[src/rtl/instr_sample_profiler.sv]
module instr_sample_profiler #(
  parameter int PC_W      = 32,
  parameter int TRAP_W    = 4,
  parameter int DLY_W     = 8,
  parameter int CNT_W     = 16,
  parameter int OFS_W     = 4,
  parameter logic [15:0] LFSR_SEED = 16'hACE1,
  parameter logic [15:0] LFSR_MASK = 16'hB400
) (
  input  logic              clk,
  input  logic              rst_n,
  input  logic [CNT_W-1:0]  cfg_period,
  input  logic              sw_rearm,
  input  logic              fetch_valid,
  input  logic [PC_W-1:0]   fetch_pc,
  output logic              fetch_tag,
  input  logic              miss_ev,
  input  logic              miss_tag,
  input  logic              misp_ev,
  input  logic              misp_tag,
  input  logic              trap_ev,
  input  logic              trap_tag,
  input  logic [TRAP_W-1:0] trap_type,
  input  logic              exit_ev,
  input  logic              exit_tag,
  input  logic              exit_retired,
  output logic              smp_valid,
  output logic [PC_W-1:0]   smp_pc,
  output logic              smp_icmiss,
  output logic              smp_mispred,
  output logic              smp_trap,
  output logic [TRAP_W-1:0] smp_trap_type,
  output logic              smp_retired,
  output logic [DLY_W-1:0]  smp_delay,
  output logic              irq
);
  localparam int RW = CNT_W + 1;
  localparam logic [DLY_W-1:0] DLY_MAX = {DLY_W{1'b1}};

  typedef enum logic [1:0] {S_OFF, S_COUNT, S_FLIGHT, S_HELD} st_t;

  st_t               st;
  logic [RW-1:0]     cnt;
  logic [15:0]       lfsr;
  logic [PC_W-1:0]   w_pc;
  logic              w_miss, w_misp, w_trap;
  logic [TRAP_W-1:0] w_ttype;
  logic [DLY_W-1:0]  dly;

  wire [15:0]   lfsr_nx = (lfsr >> 1) ^ (lfsr[0] ? LFSR_MASK : 16'h0000);
  wire [RW-1:0] reload  = {1'b0, cfg_period} + RW'(lfsr[OFS_W-1:0]);

  wire in_flight = (st == S_FLIGHT) && !sw_rearm;
  wire miss_hit  = in_flight && miss_ev && miss_tag;
  wire misp_hit  = in_flight && misp_ev && misp_tag;
  wire trap_hit  = in_flight && trap_ev && trap_tag;
  wire exit_hit  = in_flight && exit_ev && exit_tag;

  assign fetch_tag = (st == S_COUNT) && !sw_rearm && fetch_valid && (cnt == '0);
  assign irq       = smp_valid;

  always_ff @(posedge clk or negedge rst_n) begin
    if (!rst_n) begin
      st            <= S_OFF;
      cnt           <= '0;
      lfsr          <= LFSR_SEED;
      w_pc          <= '0;
      w_miss        <= 1'b0;
      w_misp        <= 1'b0;
      w_trap        <= 1'b0;
      w_ttype       <= '0;
      dly           <= '0;
      smp_valid     <= 1'b0;
      smp_pc        <= '0;
      smp_icmiss    <= 1'b0;
      smp_mispred   <= 1'b0;
      smp_trap      <= 1'b0;
      smp_trap_type <= '0;
      smp_retired   <= 1'b0;
      smp_delay     <= '0;
    end else if (sw_rearm) begin
      st        <= S_COUNT;
      cnt       <= reload;
      lfsr      <= lfsr_nx;
      smp_valid <= 1'b0;
      w_miss    <= 1'b0;
      w_misp    <= 1'b0;
      w_trap    <= 1'b0;
      w_ttype   <= '0;
      dly       <= '0;
    end else begin
      case (st)
        S_COUNT: begin
          if (fetch_valid) begin
            if (cnt == '0) begin
              st   <= S_FLIGHT;
              w_pc <= fetch_pc;
              dly  <= DLY_W'(1);
            end else begin
              cnt <= cnt - 1'b1;
            end
          end
        end
        S_FLIGHT: begin
          if (miss_hit) w_miss <= 1'b1;
          if (misp_hit) w_misp <= 1'b1;
          if (trap_hit && !w_trap) begin
            w_trap  <= 1'b1;
            w_ttype <= trap_type;
          end
          if (exit_hit) begin
            st            <= S_HELD;
            smp_valid     <= 1'b1;
            smp_pc        <= w_pc;
            smp_icmiss    <= w_miss | miss_hit;
            smp_mispred   <= w_misp | misp_hit;
            smp_trap      <= w_trap | trap_hit;
            smp_trap_type <= w_trap ? w_ttype : (trap_hit ? trap_type : '0);
            smp_retired   <= exit_retired;
            smp_delay     <= dly;
          end else if (dly != DLY_MAX) begin
            dly <= dly + 1'b1;
          end
        end
        default: ;
      endcase
    end
  end

  p_idle_after_reset_r1: assert property (@(posedge clk) disable iff (!rst_n)
    (st == S_OFF) |-> !fetch_tag && !smp_valid);

  p_tag_needs_fetch_r3: assert property (@(posedge clk) disable iff (!rst_n)
    fetch_tag |-> fetch_valid);

  p_single_tag_r4: assert property (@(posedge clk) disable iff (!rst_n)
    fetch_tag |=> !fetch_tag);

  p_no_tag_while_held_r4: assert property (@(posedge clk) disable iff (!rst_n)
    smp_valid |-> !fetch_tag);

  p_pc_taken_r5: assert property (@(posedge clk) disable iff (!rst_n)
    (fetch_tag && !sw_rearm) |=> (w_pc == $past(fetch_pc)));

  p_exit_raises_r8: assert property (@(posedge clk) disable iff (!rst_n)
    exit_hit |=> smp_valid && irq);

  p_delay_sat_r9: assert property (@(posedge clk) disable iff (!rst_n)
    (in_flight && !exit_hit && dly == DLY_MAX) |=> (dly == DLY_MAX));

  p_delay_nonzero_r9: assert property (@(posedge clk) disable iff (!rst_n)
    smp_valid |-> (smp_delay != '0));

  p_rearm_clears_r10: assert property (@(posedge clk) disable iff (!rst_n)
    sw_rearm |=> !smp_valid && !irq);

  p_held_stable_r11: assert property (@(posedge clk) disable iff (!rst_n)
    (smp_valid && !sw_rearm) |=> smp_valid && $stable(smp_pc) && $stable(smp_delay)
      && $stable(smp_trap_type) && $stable(smp_retired) && $stable(smp_icmiss));
endmodule

[config.mk]
export PLATFORM = sky130hd
export DESIGN_NAME = instr_sample_profiler
export DESIGN_NICKNAME = d
export VERILOG_FILES = /design/src/rtl/instr_sample_profiler.sv
export SDC_FILE = /design/constraint.sdc
export NUM_CORES = 1
export LEC_CHECK = 0
export BUFFER_PORTS_ARGS = -buffer_cell sky130_fd_sc_hd__buf_4
export CORE_MARGIN = 2
export CORE_UTILIZATION = 55
export DETAILED_ROUTE_END_ITERATION = 10
export GPL_TIMING_DRIVEN = 0
export PLACE_DENSITY = 0.85
export SETUP_SLACK_MARGIN = 0.2
export SLEW_MARGIN = 20
export SYNTH_ARGS = -nofsm -noshare
export SYNTH_HDL_FRONTEND = slang
export SYNTH_SLANG_ARGS = --single-unit
[constraint.sdc]
create_clock -name clk -period 2.5 [get_ports clk]
set_input_delay 0.125 -clock clk [delete_from_list [all_inputs] [get_ports clk]]
set_output_delay 0.125 -clock clk [all_outputs]
set_load 0.05 [all_outputs]
; ---- After elaboration in Yosys (flattened, before gate mapping)
; Index checks and enable logic that the tools add are counted.
[classes]
add_sub_neg = 3
n_mul = 0
div_mod_pow = 0
n_lt_le_gt_ge = 0
n_eq_ne = 9
n_shift = 0
n_mux = 33
bitwise = 5
reduce_logical = 33
[ops]
columns = op, n
row1 = $mux 17, 4
row2 = $mux 8, 5
row3 = $mux 4, 5
row4 = $add 16x4->17, 1
row5 = $logic_not 17->1, 1
row6 = $sub 17x1->17 const B, 1
row7 = $mux 16, 1
row8 = $pmux 8 s2, 1
row9 = $xor 15x16->16, 1
row10 = $reduce_bool 2->1, 7
row11 = $logic_and 1x1->1, 13
row12 = $mux 1, 12
row13 = $ne 3x3->1 const B, 3
row14 = $add 8x1->8 const B, 1
row15 = $mux 2, 4
row16 = $ne 8x8->1 const B, 1
row17 = $reduce_and 2->1, 4
row18 = $reduce_and 4->1, 2
row19 = $ne 3x2->1 const B, 2
row20 = $reduce_and 3->1, 2
row21 = $reduce_and 5->1, 1
row22 = $pmux 2 s2, 1
row23 = $or 1x1->1, 3
row24 = $reduce_bool 3->1, 1
row25 = 5 further kinds, 6
[totals]
regBits = 131
latchBits = 0
ramBits = 0
romBits = 0
in_bits = 65
memories = 0

; ---- Logic depth before layout (Yosys ltp)
[depth]
ltp_word = 8
mapped_depth = 8
mapped_depth_nobuf = 7

; ---- Worst setup path before layout
; No wires, ideal clock.
[synth_timing]
path_type = reg-to-output
start = register cnt[0]
end = output fetch_tag
arrival_time_ps = 2242
required_time_ps = 2375
path_slack_ps = 133
stages_incl_launch_ff = 6
cell_sequence = dfrtp_1 > inv_1 > ha_1 > nor3b_1 > nand3_2 > nor3_1
[synth_between]
elab_chain_len = 2
[synth_rtl]
columns = element, line_no
row1 = "start, declared", 43  ; logic [RW-1:0] cnt;
row2 = "start signal, assigned", 83  ; cnt <= reload;
row3 = "start signal, assigned", 100  ; cnt <= cnt - 1'b1;
row4 = $logic_not 17->1, 59  ; assign fetch_tag = (st == S_COUNT) && !sw_rearm && fetch_valid && (cnt == '0);
row5 = $logic_and 1x1->1, 59
row6 = "end, declared", 16  ; output logic fetch_tag,
; Every way passes these cells.

; ---- Worst setup path in the final report
[layout_timing]
start = register cnt[6]
end = register w_pc[1]
[layout_between]
elab_chain_len = 2
[layout_rtl]
columns = element, line_no
row1 = $logic_not 17->1, 95  ; if (cnt == '0) begin
row2 = $reduce_and 4->1 (no line), n/a
row3 = "end signal, assigned", 97  ; w_pc <= fetch_pc;
row4 = "end, declared", 45  ; logic [PC_W-1:0] w_pc;
; Every way passes these cells.
; A chain may end at the register's enable or synchronous reset.

==> out/summary.txt <==
Flop and latch count out of synthesis -> 131
Count of final hold-check violations -> 0
Top-Level Pins -> 116
Ratio of cells with drive above 1 in the final layout -> 39.7%
Crit path required time -> 2.91 ns
Setup ws final -> 0.205 ns
Final clock period utilization by the worst path -> 91.8%
Routed via count -> 4695
Leakage -> 4.07 nW
VDD IR max -> 0.516 mV
Initial antenna violation count -> 0
Arr. time, crit path -> 2.71 ns
Buffer levels on the longest clock path -> 2
Relative contribution of sequential cells to total power -> 44.6%
EDFF count, synth -> 0
Tightest Hold Check Type -> in -> reg
YS warnings -> 0
Hold Path Stages -> 4
P&R area growth vs syn -> 38.4%
Overall global routing resource usage -> 27.7%
Cell types with the largest area share after synthesis -> sky130_fd_sc_hd__dfrtp_1, sky130_fd_sc_hd__mux2_2, sky130_fd_sc_hd__mux2_4
Mean Syn Cell Area -> 12.8 um^2
Remaining design rule violation count -> 0
Top flip-flop cell by instance count after synthesis -> sky130_fd_sc_hd__dfrtp_1
Final routed wirelength across all metal layers -> 15.9 mm
Worst r2r src -> cnt[6]$_DFFE_PN0P_
Average wire per standard cell -> 19.1 um
Clock network power share -> 38.2%
CTS Buf Count -> 17
Final weighted congestion of routability-driven global placement -> 0.877
Final net count -> 751
Endpoint, Worst Hold -> cnt[4]$_DFFE_PN0P_
Count of distinct cell types in the synthesized netlist -> 57
Minimum clock period after layout -> 2.29 ns
Placement-stage worst setup slack -> -0.157 ns
CP Class -> reg -> reg
Cell internal power dissipation -> 4.17 mW
Status -> finished clean
FFs w/ async S/R, synth -> 100%
Wire length of the first global-routing pass -> 24.8 mm
IO Port Bufs -> 115
Clock latency on the worst-skew pair -> 0.53 ns
Switching share of total power -> 27.6%
Total negative slack -> 0 ns
Relative slew slack -> 54.4%
R2r endpoint -> w_pc[1]$_DFFE_PN0P_
Sequential fraction of the synthesis area -> 53.9%
Count of antenna-violating nets left after detailed routing -> 0
Fmax -> 436 MHz
Critical path startpoint category -> flop
Count of mapped cells out of synthesis -> 476
Standard-cell rows -> 38
Via count of the first global-routing pass -> 4880
R2R Setup Slk -> 0.21 ns
Placeable core region -> 10800 um^2
Final-report max-slew violation count -> 0
Initial standard-cell utilization of the core -> 56.3%
Leading post-synthesis cells by instance count -> sky130_fd_sc_hd__dfrtp_1, sky130_fd_sc_hd__mux2_2, sky130_fd_sc_hd__mux2_4
Die ar. -> 12000 um^2
Power density over the cells -> 682 nW/um^2
Clock-pin slew of the registers on the worst-case setup and hold paths -> 0.06 ns
Fraction of synthesized cell area taken by the top area cell type -> 50.4%
Vias per inst -> 5.64
Initial DRT Pass Iterations -> 4
Maximum fanout along the worst path -> 10
Worst R2R Path Depth -> 7
Library cell used as clock root buffer -> sky130_fd_sc_hd__clkbuf_8
Hold path startpoint -> cfg_period[4]
HPWL after detailed placement -> 9.46 mm
Die Width -> 109 um
Mapped Nets -> 548
Die height -> 109 um
Dominant cell by count in the synthesized netlist -> sky130_fd_sc_hd__dfrtp_1
Switch Pwr -> 1.59 mW
Count of H-tree levels built during CTS -> 4
Congestion Overflow GR -> 0
Total standard cell area after synthesis -> 6100 um^2
Post-route clock skew -> 0.0110 ns
Cell type with the largest total area after synthesis -> sky130_fd_sc_hd__dfrtp_1
First-iteration detailed-routing DRC count -> 207
Final cell utilization of the core -> 77.9%
Pin count of the biggest net entering global routing -> 85
Max-cap viol count -> 0
Fraction of power consumed by combinational cells -> 17.2%
Final Total Pwr -> 5.76 mW
Antenna cell count -> 0
Crit. End Element -> flop
CTS tree -> yes
Worst slew pin tran -> 0.684 ns
Clock sink count -> 131
RSZ-0062 raised after global routing -> true
Final count of negative-setup-slack endpoints -> 0
power by group through the flow:
stage / Clock (mW) / Combinational [mW] / Sequential [mW]
final: 2.20 / 0.990 / 2.57
after global routing: 2.33 / 1.10 / 2.60
after CTS: 2.21 / 0.922 / 2.56
after detailed placement: 0 / 0.834 / 2.59
after global placement: 0 / 0.779 / 2.57
after floorplan: 0 / 0.568 / 2.53
flip-flops by register name, indices dropped and copies added, names as in the netlist, 2 cells and up:
register	count
dly	8
w_ttype	4
w_pc	32
lfsr	16
smp_pc	32
smp_delay	8
cnt	17
st	2
smp_trap_type	4
area by class of cell:
type                    count  area [um^2]
well taps                 140          175
flip-flops and latches    131         3290
clock inverters            11         80.1
plain buffers              20          149
fillers                   646         2390
inverters                   7         26.3
clock buffers              21          449
repair buffers            184         1560
multi-input cells         318         2720
cell families (layout without fill, tap and decap cells):
| logic type | Yosys count | in the layout | synth area share (%) |
|---|---|---|---|
| AOI/OAI and AO/OA | 65 | 65 | 6.93 |
| adders and majority gates | 7 | 7 | 1.56 |
| xor gates and xnor gates | 28 | 28 | 4.02 |
| and+or+nand+nor | 118 | 118 | 10.7 |
| muxes | 100 | 100 | 20.0 |
| DFF | 131 | 131 | 53.9 |
| buffers and inverters | 27 | 243 | 2.87 |
worst max path at each step:
stage	startpoint	end	slack (ns)
CTS	cnt[0]$_DFFE_PN0P_	w_pc[1]$_DFFE_PN0P_	0.20
finish	cnt[6]$_DFFE_PN0P_	w_pc[1]$_DFFE_PN0P_	0.21
global placement	st[1]$_DFFE_PN0P_	smp_pc[11]$_DFFE_PN0P_	-0.14
detailed placement	st[1]$_DFFE_PN0P_	smp_pc[13]$_DFFE_PN0P_	-0.16
floorplan	cnt[0]$_DFFE_PN0P_	w_pc[0]$_DFFE_PN0P_	0.28
global route	cnt[6]$_DFFE_PN0P_	w_pc[31]$_DFFE_PN0P_	0.18
through the flow:
step / hold slack [ns] / cells / cell area [um^2]
2_1_floorplan: -0.171 / 476 / 6110
3_3_place_gp: 0.359 / 731 / 7150
3_5_place_dp: 0.0893 / 732 / 7180
4_1_cts: 0.0233 / 826 / 8360
5_1_grt: 0.0328 / 832 / 8450
6_report: 0.0388 / 832 / 8450
layer usage:
layer	global-route usage [%]	share of wire, %	up-vias
met1	32.7	41	2350
met3	7.17	5.6	40
met5	0	0	-
li1	-	-	2138
met2	48.3	51	167
met4	11.4	2.7	0
cells in the final DEF (no fill, tap or decap), types with 5 or more instances in the layout:
cell,synthesis,final
sky130_fd_sc_hd__a21oi_1,24,24
sky130_fd_sc_hd__and3_1,6,6
sky130_fd_sc_hd__buf_2,5,5
sky130_fd_sc_hd__buf_4,3,122
sky130_fd_sc_hd__clkbuf_1,7,9
sky130_fd_sc_hd__clkbuf_16,0,16
sky130_fd_sc_hd__dfrtp_1,123,123
sky130_fd_sc_hd__dfstp_2,8,8
sky130_fd_sc_hd__dlygate4sd3_1,0,62
sky130_fd_sc_hd__ha_1,6,6
sky130_fd_sc_hd__inv_1,7,7
sky130_fd_sc_hd__mux2_2,57,57
sky130_fd_sc_hd__mux2_4,30,30
sky130_fd_sc_hd__mux2i_1,13,13
sky130_fd_sc_hd__nand2_1,20,20
sky130_fd_sc_hd__nand3_1,13,13
sky130_fd_sc_hd__nand4_1,8,8
sky130_fd_sc_hd__nor2_1,25,24
sky130_fd_sc_hd__nor3_1,11,10
sky130_fd_sc_hd__o21ai_0,8,8
sky130_fd_sc_hd__o2bb2ai_1,5,5
sky130_fd_sc_hd__xnor2_1,11,11
sky130_fd_sc_hd__xor2_1,17,17
critical path, stage by stage (launching register included):
cell,delay [ns]
sky130_fd_sc_hd__dfrtp_1,0.41
sky130_fd_sc_hd__or4_4,0.57
sky130_fd_sc_hd__nor2_4,0.11
sky130_fd_sc_hd__nand2_1,0.08
sky130_fd_sc_hd__or3_1,0.38
sky130_fd_sc_hd__buf_6,0.16
sky130_fd_sc_hd__buf_12,0.15
sky130_fd_sc_hd__mux2_4,0.31
timing repair:
| item | 4_1_cts | 5_1_grt |
|---|---|---|
| hold buffers | 62 | 0 |
| hold endpoints to repair | 185 | 0 |
| setup buffers | 0 | 6 |
| pin swaps | 0 | 1 |
| resized for setup | 5 | 8 |
| endpoints found under the setup margin | 94 | 79 |
Note: power is estimated with default switching activity, not from simulation.
